`config.mk`:
```
export PLATFORM = sky130hd
export DESIGN_NAME = nibble_bank_decoder
export DESIGN_NICKNAME = d
export VERILOG_FILES = /design/src/rtl/nibble_bank_decoder.sv
export SDC_FILE = /design/constraint.sdc
export NUM_CORES = 1
export LEC_CHECK = 0
export BUFFER_PORTS_ARGS = -buffer_cell sky130_fd_sc_hd__clkbuf_2
export CORE_ASPECT_RATIO = 1.5
export CORE_MARGIN = 5
export CORE_UTILIZATION = 24
export DETAILED_ROUTE_END_ITERATION = 8
export GPL_TIMING_DRIVEN = 0
export PLACE_DENSITY_LB_ADDON = 0.25
export SETUP_SLACK_MARGIN = 0.2
export SYNTH_ARGS = -nofsm -noshare
export SYNTH_HDL_FRONTEND = slang
export SYNTH_SLANG_ARGS = --single-unit
```
`constraint.sdc`:
```
create_clock -name clk -period 2.85 [get_ports clk]
set_input_delay 0.1425 -clock clk [delete_from_list [all_inputs] [get_ports clk]]
set_output_delay 0.1425 -clock clk [all_outputs]
set_load 0.005 [all_outputs]
```
`src/rtl/nibble_bank_decoder.sv`:
```
module nibble_bank_decoder #(
  parameter int PRG_BANKS = 32,
  parameter int CHR_BANKS = 256,
  localparam int PRG_BW = $clog2(PRG_BANKS),
  localparam int CHR_BW = $clog2(CHR_BANKS),
  localparam int PRG_AW = PRG_BW + 13,
  localparam int CHR_AW = CHR_BW + 10
) (
  input  logic                  clk,
  input  logic                  rst_n,
  input  logic                  wr_en,
  input  logic [15:0]           wr_addr,
  input  logic [7:0]            wr_data,
  input  logic [14:0]           cpu_addr,
  input  logic [12:0]           ppu_addr,
  output logic [PRG_AW-1:0]     prg_addr,
  output logic [CHR_AW-1:0]     chr_addr,
  output logic [3*PRG_BW-1:0]   prg_bank,
  output logic [8*CHR_BW-1:0]   chr_bank,
  output logic [1:0]            mirror
);
  localparam int NPRG = 3;
  localparam int NCHR = 8;
  localparam int NREG = NPRG + NCHR;
  localparam logic [7:0] PRG_LAST = 8'(PRG_BANKS - 1);
  localparam logic [7:0] PRG_PEN  = 8'(PRG_BANKS - 2);

  logic [7:0] bank_q [NREG];
  logic [1:0] mirror_q;
  logic [3:0] sel_idx;
  logic [3:0] chr_grp;
  logic       sel_hit;
  logic       mir_hit;
  logic [PRG_BW-1:0] prg_sel;

  assign chr_grp = wr_addr[15:12] - 4'hA;
  assign mir_hit = wr_en && (wr_addr == 16'hF002);

  always_comb begin
    sel_hit = 1'b0;
    sel_idx = 4'd0;
    if (wr_addr[11:2] == 10'd0) begin
      case (wr_addr[15:12])
        4'h8: begin
          sel_hit = 1'b1;
          sel_idx = {3'd0, wr_addr[1]};
        end
        4'h9: begin
          sel_hit = !wr_addr[1];
          sel_idx = 4'd2;
        end
        4'hA, 4'hB, 4'hC, 4'hD: begin
          sel_hit = 1'b1;
          sel_idx = 4'd3 + {1'b0, chr_grp[1:0], wr_addr[1]};
        end
        default: ;
      endcase
    end
  end

  always_ff @(posedge clk) begin
    if (!rst_n) begin
      for (int i = 0; i < NREG; i++)
        bank_q[i] <= (i == 2) ? PRG_PEN : 8'h00;
      mirror_q <= 2'b00;
    end else begin
      if (wr_en && sel_hit) begin
        if (wr_addr[0]) bank_q[sel_idx][7:4] <= wr_data[3:0];
        else            bank_q[sel_idx][3:0] <= wr_data[3:0];
      end
      if (mir_hit)
        mirror_q <= wr_data[1] ? 2'b10 : {1'b0, wr_data[0]};
    end
  end

  for (genvar g = 0; g < NPRG; g++) begin : g_prg
    assign prg_bank[g*PRG_BW +: PRG_BW] = bank_q[g][PRG_BW-1:0];
  end

  for (genvar g = 0; g < NCHR; g++) begin : g_chr
    assign chr_bank[g*CHR_BW +: CHR_BW] = bank_q[g+NPRG][CHR_BW-1:0];
  end

  always_comb begin
    case (cpu_addr[14:13])
      2'd0:    prg_sel = prg_bank[0*PRG_BW +: PRG_BW];
      2'd1:    prg_sel = prg_bank[1*PRG_BW +: PRG_BW];
      2'd2:    prg_sel = prg_bank[2*PRG_BW +: PRG_BW];
      default: prg_sel = PRG_LAST[PRG_BW-1:0];
    endcase
  end

  assign prg_addr = {prg_sel, cpu_addr[12:0]};
  assign chr_addr = {chr_bank[ppu_addr[12:10]*CHR_BW +: CHR_BW], ppu_addr[9:0]};
  assign mirror   = mirror_q;
endmodule

```
# --- Word level (Yosys, flattened, before mapping) ---
# Memories as Yosys holds them, arrays and structs flattened.
# Cells that the tools add are included.
totals:
  ram_bits: 88
  out_inout_bits: 117
  n_memories: 1
  ff_bits: 2
  input_bits: 55
  wordCells: 40
classes:
  n_eq_ne: 9
  reduce_logical: 8
  shift: 1
  muxes: 18
  add_sub_neg: 2
mem_list:
  columns: ["name", "depth", "word_bits", "read_ports", "rd_clocked_by_memory_dff", "wr", "line", "rtl"]
  rows:
  - ["bank_q", 11, 8, 11, 0, 11, "28", "logic [7:0] bank_q [NREG];"]
ops:
  columns: ["operator", "n"]
  rows:
  - ["indexed part select 64 x 7 -> 8 bit", 1]
  - ["== test 4 bit, second input constant", 6]
  - ["== test 16 bit, second input constant", 1]
  - ["one-hot mux 5 bit (3 select lines)", 1]
  - ["one-hot mux 4 bit (3 select lines)", 1]
  - ["zero test 10 bit", 1]
  - ["two-way mux 1 bit", 10]
  - ["two-way mux 4 bit", 2]
  - ["two-way mux 8 bit", 1]
  - ["OR reduction 8 bit", 1]
  - ["OR reduction 5 bit", 1]
  - ["adder 2 x 3 -> 4 bit, first input constant", 1]
  - ["two-way mux 2 bit", 2]
  - ["OR reduction 4 bit", 1]
  - ["== test 2 x 1 -> 1 bit, second input constant", 1]
  - ["== test 2 bit, second input constant", 1]
  - ["logical AND 1 bit", 2]
  - ["zero test 2 bit", 1]
  - ["one-hot mux 1 bit (2 select lines)", 1]
  - ["subtractor 2 bit, second input constant", 1]
  - ["zero test 1 bit", 1]

# --- Longest topological paths before layout ---
# Gate-level depths: netlist of the first run.
depth:
  word_depth: 10
  ltp_mapped: 8
  mapped_depth_nobuf: 7

# --- Worst setup path before layout of the first run ---
# No wires, ideal clock.
synth_timing:
  kind: "input to register"
  startpoint: "input port wr_addr[1]"
  endpoint: "memory bank_q[3][0] (enable)"
  path_stages: 7
  path_buffers: 0
  t_arrival_ns: 1.820
  setup_ns: 0.309
  t_required_ns: 2.541
  slack_ns: 0.721
  cell_sequence: "inv_1 ha_1 nor4bb_1 a41oi_1 a2111oi_2 nand4_1 nand2_1"
synth_lines:
  columns: ["element", "line", "rtl"]
  rows:
  - ["from (decl)", "12", "input logic [15:0] wr_addr,"]
  - ["to (decl)", "28", null]

==> flow_summary.toml, run 1 <==
[clock_tree]
cts_buffers = 9
clk_path_buf_depth = 2
h-tree-depth = 3
cts_root_buf = "clkbuf_16"
cts_setup_buffers = 0
cts_resized = 0
cts_hold_buf = 0
clock-sinks = 81
clk_latency_ps = 330
path_clk_slew_ps = 60
cts_tree = "built"

[yosys]
ys_seq_area_share_pct = 55.0
async_flop_share_pct = 0
synth_nets = 400
syn-cell-area_um2 = 4240
synth_warnings = 0
syn_area_per_cell_um2 = 12.3
syn_inst = 344
ys_seq_elements = 81
synth.distinct_cells = 54
synth-main-ff-cell = "edfxtp_1"
synth_edf_count = 71

[die]
dieArea_um2 = 20500
die_h_um = 173
coreArea_um2 = 17300
ios = 172
die_x_um = 119
start_util_pct = 24.4
fp-row-count = 59

[layout]
syn_to_final_growth_pct = 28.7
final_common_cell = "clkbuf_2"
drive_gt1_share_pct = 45.2
antenna_cells = 0
final_cell_mix = "clkbuf_2 (139), edfxtp_1 (71), nor2_1 (61)"
nets = 549
design_area_um2 = 5450

[routing]
num_vias = 3315
firstDrtPassIters = 4
drc_errors = 0
ant_nets = 0
post_drt_wl_per_cell_um = 18.5
drt_wl_total_um = 13200
drt_iter0_drc = 167
vias_per_cell = 4.66

[timing]
grt_setup_unrepaired = "false"
worstMarginPinSlew_ps = 798
max_clock_freq_mhz = 409
slew_viol_final = 0
period_minus_slack_ps = 2440
hold_violations = 0
tns_ps = 0
finalClockSkew_ps = 0
slew_headroom_pct = 46.1
fin_crit_sh_pct = 85.7
setup-violations-final = 0

[placement]
place_area_um2 = 5200
portBuffers = 138
dp_hpwl_um = 10800
gp_congestion = 0.786

[setup_path]
cpMaxStageDelayCell = "a2111oi_2"
crit_start = "wr_addr[1]"
worstSetupPathType = "input pin to flop"
crit_buf_inv = 2
worst_ep_arrival_time_ps = 2480
critPathLaunchType = "input pin"
critical-path-top-delay-family = "simple AND/OR/NAND/NOR gates"
r2r-start = "bank_q[10][3]"
path_cells = "clkbuf_2 > inv_1 > ha_1 > nor4bb_1 > a41oi_1 > a2111oi_2 > nand4_1 > nand2_1"
max_stage_delay_ps = 690
crit_required_ps = 2880
end_kind = "flop"
path_max_fanout = 7

[power]
power.density_nw_per_um2 = 499
irDropWorstVdd_v = 0.000258
leakagePower_nw = 2.14

[run]
max-cap-violations = 0

[global_routing]
grt_max_degree = 14
grt_pass1_wl_um = 20200
track_usage_pct = 12.7
grt_overflow = 0
grt_pass1_vias = 3432
antenna_found_initial = 0

[hold_path]
worstHoldPathType = "input pin to flop"
hp-start = "wr_data[1]"

[status]
status = "complete, no violations"
[tightest hold or removal path: stages]
cell      delay [ps]
clkbuf_2         110
mux2i_1           70
nor2_1            70
[final cells by class]
cell class / instances / area [µm²]
clock inverter: 4 / 21.3
multi-input combinational: 210 / 1610
fill: 1743 / 11900
buffer: 43 / 260
tap: 213 / 267
inverter: 10 / 37.5
timing repair buffer: 138 / 691
clock buffer: 12 / 236
sequential: 81 / 2330
[per-stage QoR]
step | power, mW | cells | hold slack [ps] | setup WS [ps] | utilization, %
finish | 2.72 | 711 | 96.5 | 406 | 31.4
global route | 2.82 | 711 | 101 | 224 | 31.4
CTS | 2.75 | 711 | 84.6 | 445 | 31.4
detailed placement | 1.74 | 695 | 451 | 86.1 | 30.0
global placement | 1.73 | 695 | 423 | 120 | 30.0
floorplan | 1.56 | 344 | 286 | 721 | -
[cells by family (layout without fill, tap and decap cells)]
| kind of cell | count (synthesis) | count (layout) | share of synthesized area [%] |
|---|---|---|---|
| simple gates | 145 | 145 | 18.2 |
| flops | 81 | 81 | 55.0 |
| buf+inv | 53 | 207 | 7.02 |
| mux | 34 | 34 | 13.1 |
| compound gates | 29 | 29 | 6.14 |
| fa+ha+maj | 1 | 1 | 0.295 |
| xor+xnor | 1 | 1 | 0.207 |
[sequential cells by signal (all words and copies together), names as in the netlist]
name    count
bank_q     79
mirror      2
[report_power, final]
group / internal [mW] / total [mW] / switching (mW)
clock: 0.584 / 1.02 / 0.435
sequential: 1.34 / 1.38 / 0.0389
combinational: 0.166 / 0.323 / 0.157
[worst paths after layout]
| kind | depth (start not counted) | slack, ps | endpoint |
|---|---|---|---|
| min reg2reg | 2 | 470 | mirror[0] |
| max | 8 | 410 | bank_q[7][3] |
| min | 3 | 100 | mirror[1] |
| max reg2reg | 2 | 2210 | bank_q[10][3] |
[synth_stat cells, types with 2 or more instances]
| library cell | number | area, µm² |
|---|---|---|
| and3_1 | 4 | 25.0 |
| nand3_1 | 6 | 30.0 |
| a2bb2oi_1 | 4 | 35.0 |
| and4_1 | 2 | 17.5 |
| o2111ai_1 | 2 | 17.5 |
| or3_1 | 2 | 12.5 |
| or4_4 | 2 | 22.5 |
| buf_2 | 6 | 30.0 |
| dfxtp_1 | 10 | 200 |
| o21ai_1 | 2 | 10.0 |
| o21ai_0 | 3 | 15.0 |
| o22a_1 | 5 | 43.8 |
| nand4_1 | 14 | 87.6 |
| edfxtp_1 | 71 | 2130 |
| or2_2 | 2 | 12.5 |
| mux4_2 | 16 | 360 |
| nand2b_1 | 3 | 18.8 |
| nor4_4 | 2 | 42.5 |
| nor2_1 | 61 | 229 |
| a2111oi_2 | 2 | 30.0 |
| mux2i_1 | 5 | 50.1 |
| inv_1 | 10 | 37.5 |
| mux2_2 | 13 | 146 |
| nor3_1 | 3 | 15.0 |
| buf_4 | 24 | 180 |
| buf_1 | 3 | 11.3 |
| nand2_1 | 31 | 116 |
| a21oi_1 | 2 | 10.0 |
| clkbuf_1 | 9 | 33.8 |
[per-layer routing]
layer  part of all wire, %  GRT usage, %
met5                     0             0
met4                   1.7          4.21
met2                    55          24.1
met3                   6.1          2.39
met1                    37          13.9
Note: power is estimated with default switching activity, not from simulation.
==> run 2: changes to the inputs <==
Settings changed: ABC_AREA set to 1.
==> run 2 against run 1 <==
  * Final area rose by 0.39%
  * Utilization is 0.26 points higher
  * Power grew 7.0%
  * Synthesized area down 1.3%
  * Die area is 1.2% lower
  * Clock power rose by 20%
  * Combinational power down 3%
  * Maximum frequency rose by 26%
  * Flip-flop and latch count unchanged
  * Non-clock buffer count increased by 5
  * First-iteration DRC count is 110% higher
  * Highest routed layer unchanged
==> flow_summary.toml, run 2 <==
[layout]
final_cell_mix = "clkbuf_2 (142), nor2_1 (136), nand2_1 (76)"
largest_reg_flops = 79
drive_gt1_share_pct = 32.4
syn_to_final_growth_pct = 30.9
regMostFlops = "bank_q"
nets = 680
final_common_cell = "clkbuf_2"
antenna_cells = 0
fillers = 1822
finish.utilization_pct = 31.7

[routing]
drt_iter0_drc = 345
num_vias = 3880
dr_wl_met2_um = 7880
ant_nets = 0
top_layer = "met4"
drc_errors = 0
vias_per_cell = 4.61
post_drt_wl_per_cell_um = 17.2
firstDrtPassIters = 5
drt_wl_total_um = 14500
wl_met3_um = 974
met1_length_um = 5350

[placement]
dp_hpwl_um = 11800
gp_congestion = 0.840
portBuffers = 142

[clock_tree]
clk_latency_ps = 330
cts_tree = "built"
clk_path_buf_depth = 2
cts_root_buf = "clkbuf_16"
cts_hold_buf = 0
cts_resized = 0
path_clk_slew_ps = 60
clock-sinks = 81
cts_buffers = 9
h-tree-depth = 3
cts_setup_buffers = 0

[yosys]
synth_edf_count = 71
yosysMostFrequentCell = "nor2_1"
syn_inst = 471
synth_nets = 527
synth-main-ff-cell = "edfxtp_1"
synthTopCellsByCount = "nor2_1 (136), nand2_1 (76), edfxtp_1 (71)"
synth_top_area_share_pct = 51.0
ys_seq_elements = 81
synth.distinct_cells = 30
ys_seq_area_share_pct = 55.8
yosys.area.top_type = "edfxtp_1"
syn-cell-area_um2 = 4180
ys_top_cells_by_area = "edfxtp_1 (51%), nor2_1 (12%), nand2_1 (6.8%)"
async_flop_share_pct = 0
syn_area_per_cell_um2 = 8.88
synth_warnings = 0

[timing]
fin_crit_sh_pct = 68.1
slew_viol_final = 0
max_clock_freq_mhz = 516
finalClockSkew_ps = 0
hold_violations = 0
slew_headroom_pct = 54.4
timing.hold.ws_ps = 76.0
setup-violations-final = 0
tns_ps = 0
worstMarginPinSlew_ps = 683
period_minus_slack_ps = 1940
grt_setup_unrepaired = "false"

[status]
status = "complete, no violations"

[die]
fp-row-count = 59
ios = 172
die_h_um = 172
start_util_pct = 24.2
die_x_um = 118
dieArea_um2 = 20200
coreArea_um2 = 17300

[setup_path]
rrSetupSlack_ps = 2150
cp_common_cell = "inv_1"
crit_required_ps = 2830
r2r-start = "bank_q[10][1]"
critPathLaunchType = "input pin"
end_kind = "flop"
path_max_fanout = 5
r2r-end = "bank_q[10][1]"
path_cells = "clkbuf_2 > inv_1 > ha_1 > inv_1 > a21oi_2 > inv_1 > a21oi_2 > o21ai_0 > a21oi_1"
worstSetupPathType = "input pin to flop"
cpMaxStageDelayCell = "a21oi_1"
r2r_cells = 4
worst_ep_arrival_time_ps = 1920
max_stage_delay_ps = 400

[hold_path]
hold_depth = 3
whs_endpoint = "mirror[0]"
hp-start = "wr_data[0]"
worstHoldPathType = "input pin to flop"

[power]
power.density_nw_per_um2 = 532
leakagePower_nw = 2.33
irDropWorstVdd_v = 0.000264

[global_routing]
track_usage_pct = 14.0
grt_max_degree = 15
grt_overflow = 0
grt_pass1_wl_um = 21900
grt_pass1_vias = 3933
antenna_found_initial = 0

[run]
max-cap-violations = 0
-- run 2: cell types whose count changed after synthesis, moves of 5 or more --
cell / previous run / this run
mux2_2: 13 / 0
o211ai_1: 1 / 8
nand2_1: 31 / 76
mux2i_1: 5 / 0
a31oi_1: 1 / 8
o22a_1: 5 / 0
nand3_1: 6 / 26
o21ai_0: 3 / 25
mux4_2: 16 / 0
o32ai_1: 0 / 8
inv_1: 10 / 26
nand4_1: 14 / 7
nor2_1: 61 / 136
clkbuf_1: 9 / 14
-- run 2: worst max-delay path by stage --
stage	start	endpoint	slack, ps	cells past startpoint
2_1_floorplan	wr_addr[1]	bank_q[9][4]	1110	8
3_3_place_gp	wr_addr[1]	bank_q[9][4]	610	9
3_5_place_dp	wr_addr[1]	bank_q[9][6]	550	9
4_1_cts	wr_addr[1]	bank_q[9][7]	910	9
5_1_grt	ppu_addr[10]	chr_addr[13]	780	8
6_report	wr_addr[1]	bank_q[9][4]	910	9
-- run 2: through the flow --
step                      setup WS [ps]  cells  total power, mW  instance area [µm²]
after detailed placement            547    826             1.73                 5160
final                               910    842             2.91                 5480
after floorplan                    1110    471             1.54                 4180
after global placement              611    826             1.72                 5160
after global routing                777    842             3.04                 5480
after CTS                           912    842             2.95                 5480
-- run 2: routing by layer --
metal	vias up	GRT usage, %
met2	180	26.4
met5	-	0
li1	1870	-
met1	1807	14.7
met4	0	5.34
met3	23	3.91
-- run 2: critical path, delay by kind of cell --
kind | cells | cell delay (ps)
compound gates | 4 | 1120
buf+inv | 4 | 390
fa+ha+maj | 1 | 270
-- run 2: kinds of logic (layout without fill, tap and decap cells) --
| group | count (synthesis) | in the layout | synth area share, % |
|---|---|---|---|
| AOI/OAI and AO/OA | 54 | 54 | 8.08 |
| adders and majority gates | 1 | 1 | 0.299 |
| buffers and inverters | 73 | 231 | 8.82 |
| DFF | 81 | 81 | 55.8 |
| and+or+nand+nor | 262 | 262 | 27.0 |
-- run 2: power breakdown --
group	switching [mW]	internal, mW
Combinational	0.181	0.132
Sequential	0.0421	1.34
Clock	0.449	0.768
Total	0.672	2.24
-- run 2: final cells by class --
| type | instances | area (µm²) | area share [%] |
|---|---|---|---|
| Buffer | 44 | 259 | 4.73 |
| Clock buffer | 11 | 233 | 4.25 |
| Clock inverter | 5 | 82.6 | 1.51 |
| Inverter | 29 | 110 | 2.01 |
| Multi-Input combinational cell | 317 | 1480 | 27.1 |
| Sequential cell | 81 | 2330 | 42.6 |
| Tap cell | 213 | 267 | 4.87 |
| Timing Repair Buffer | 142 | 711 | 13.0 |
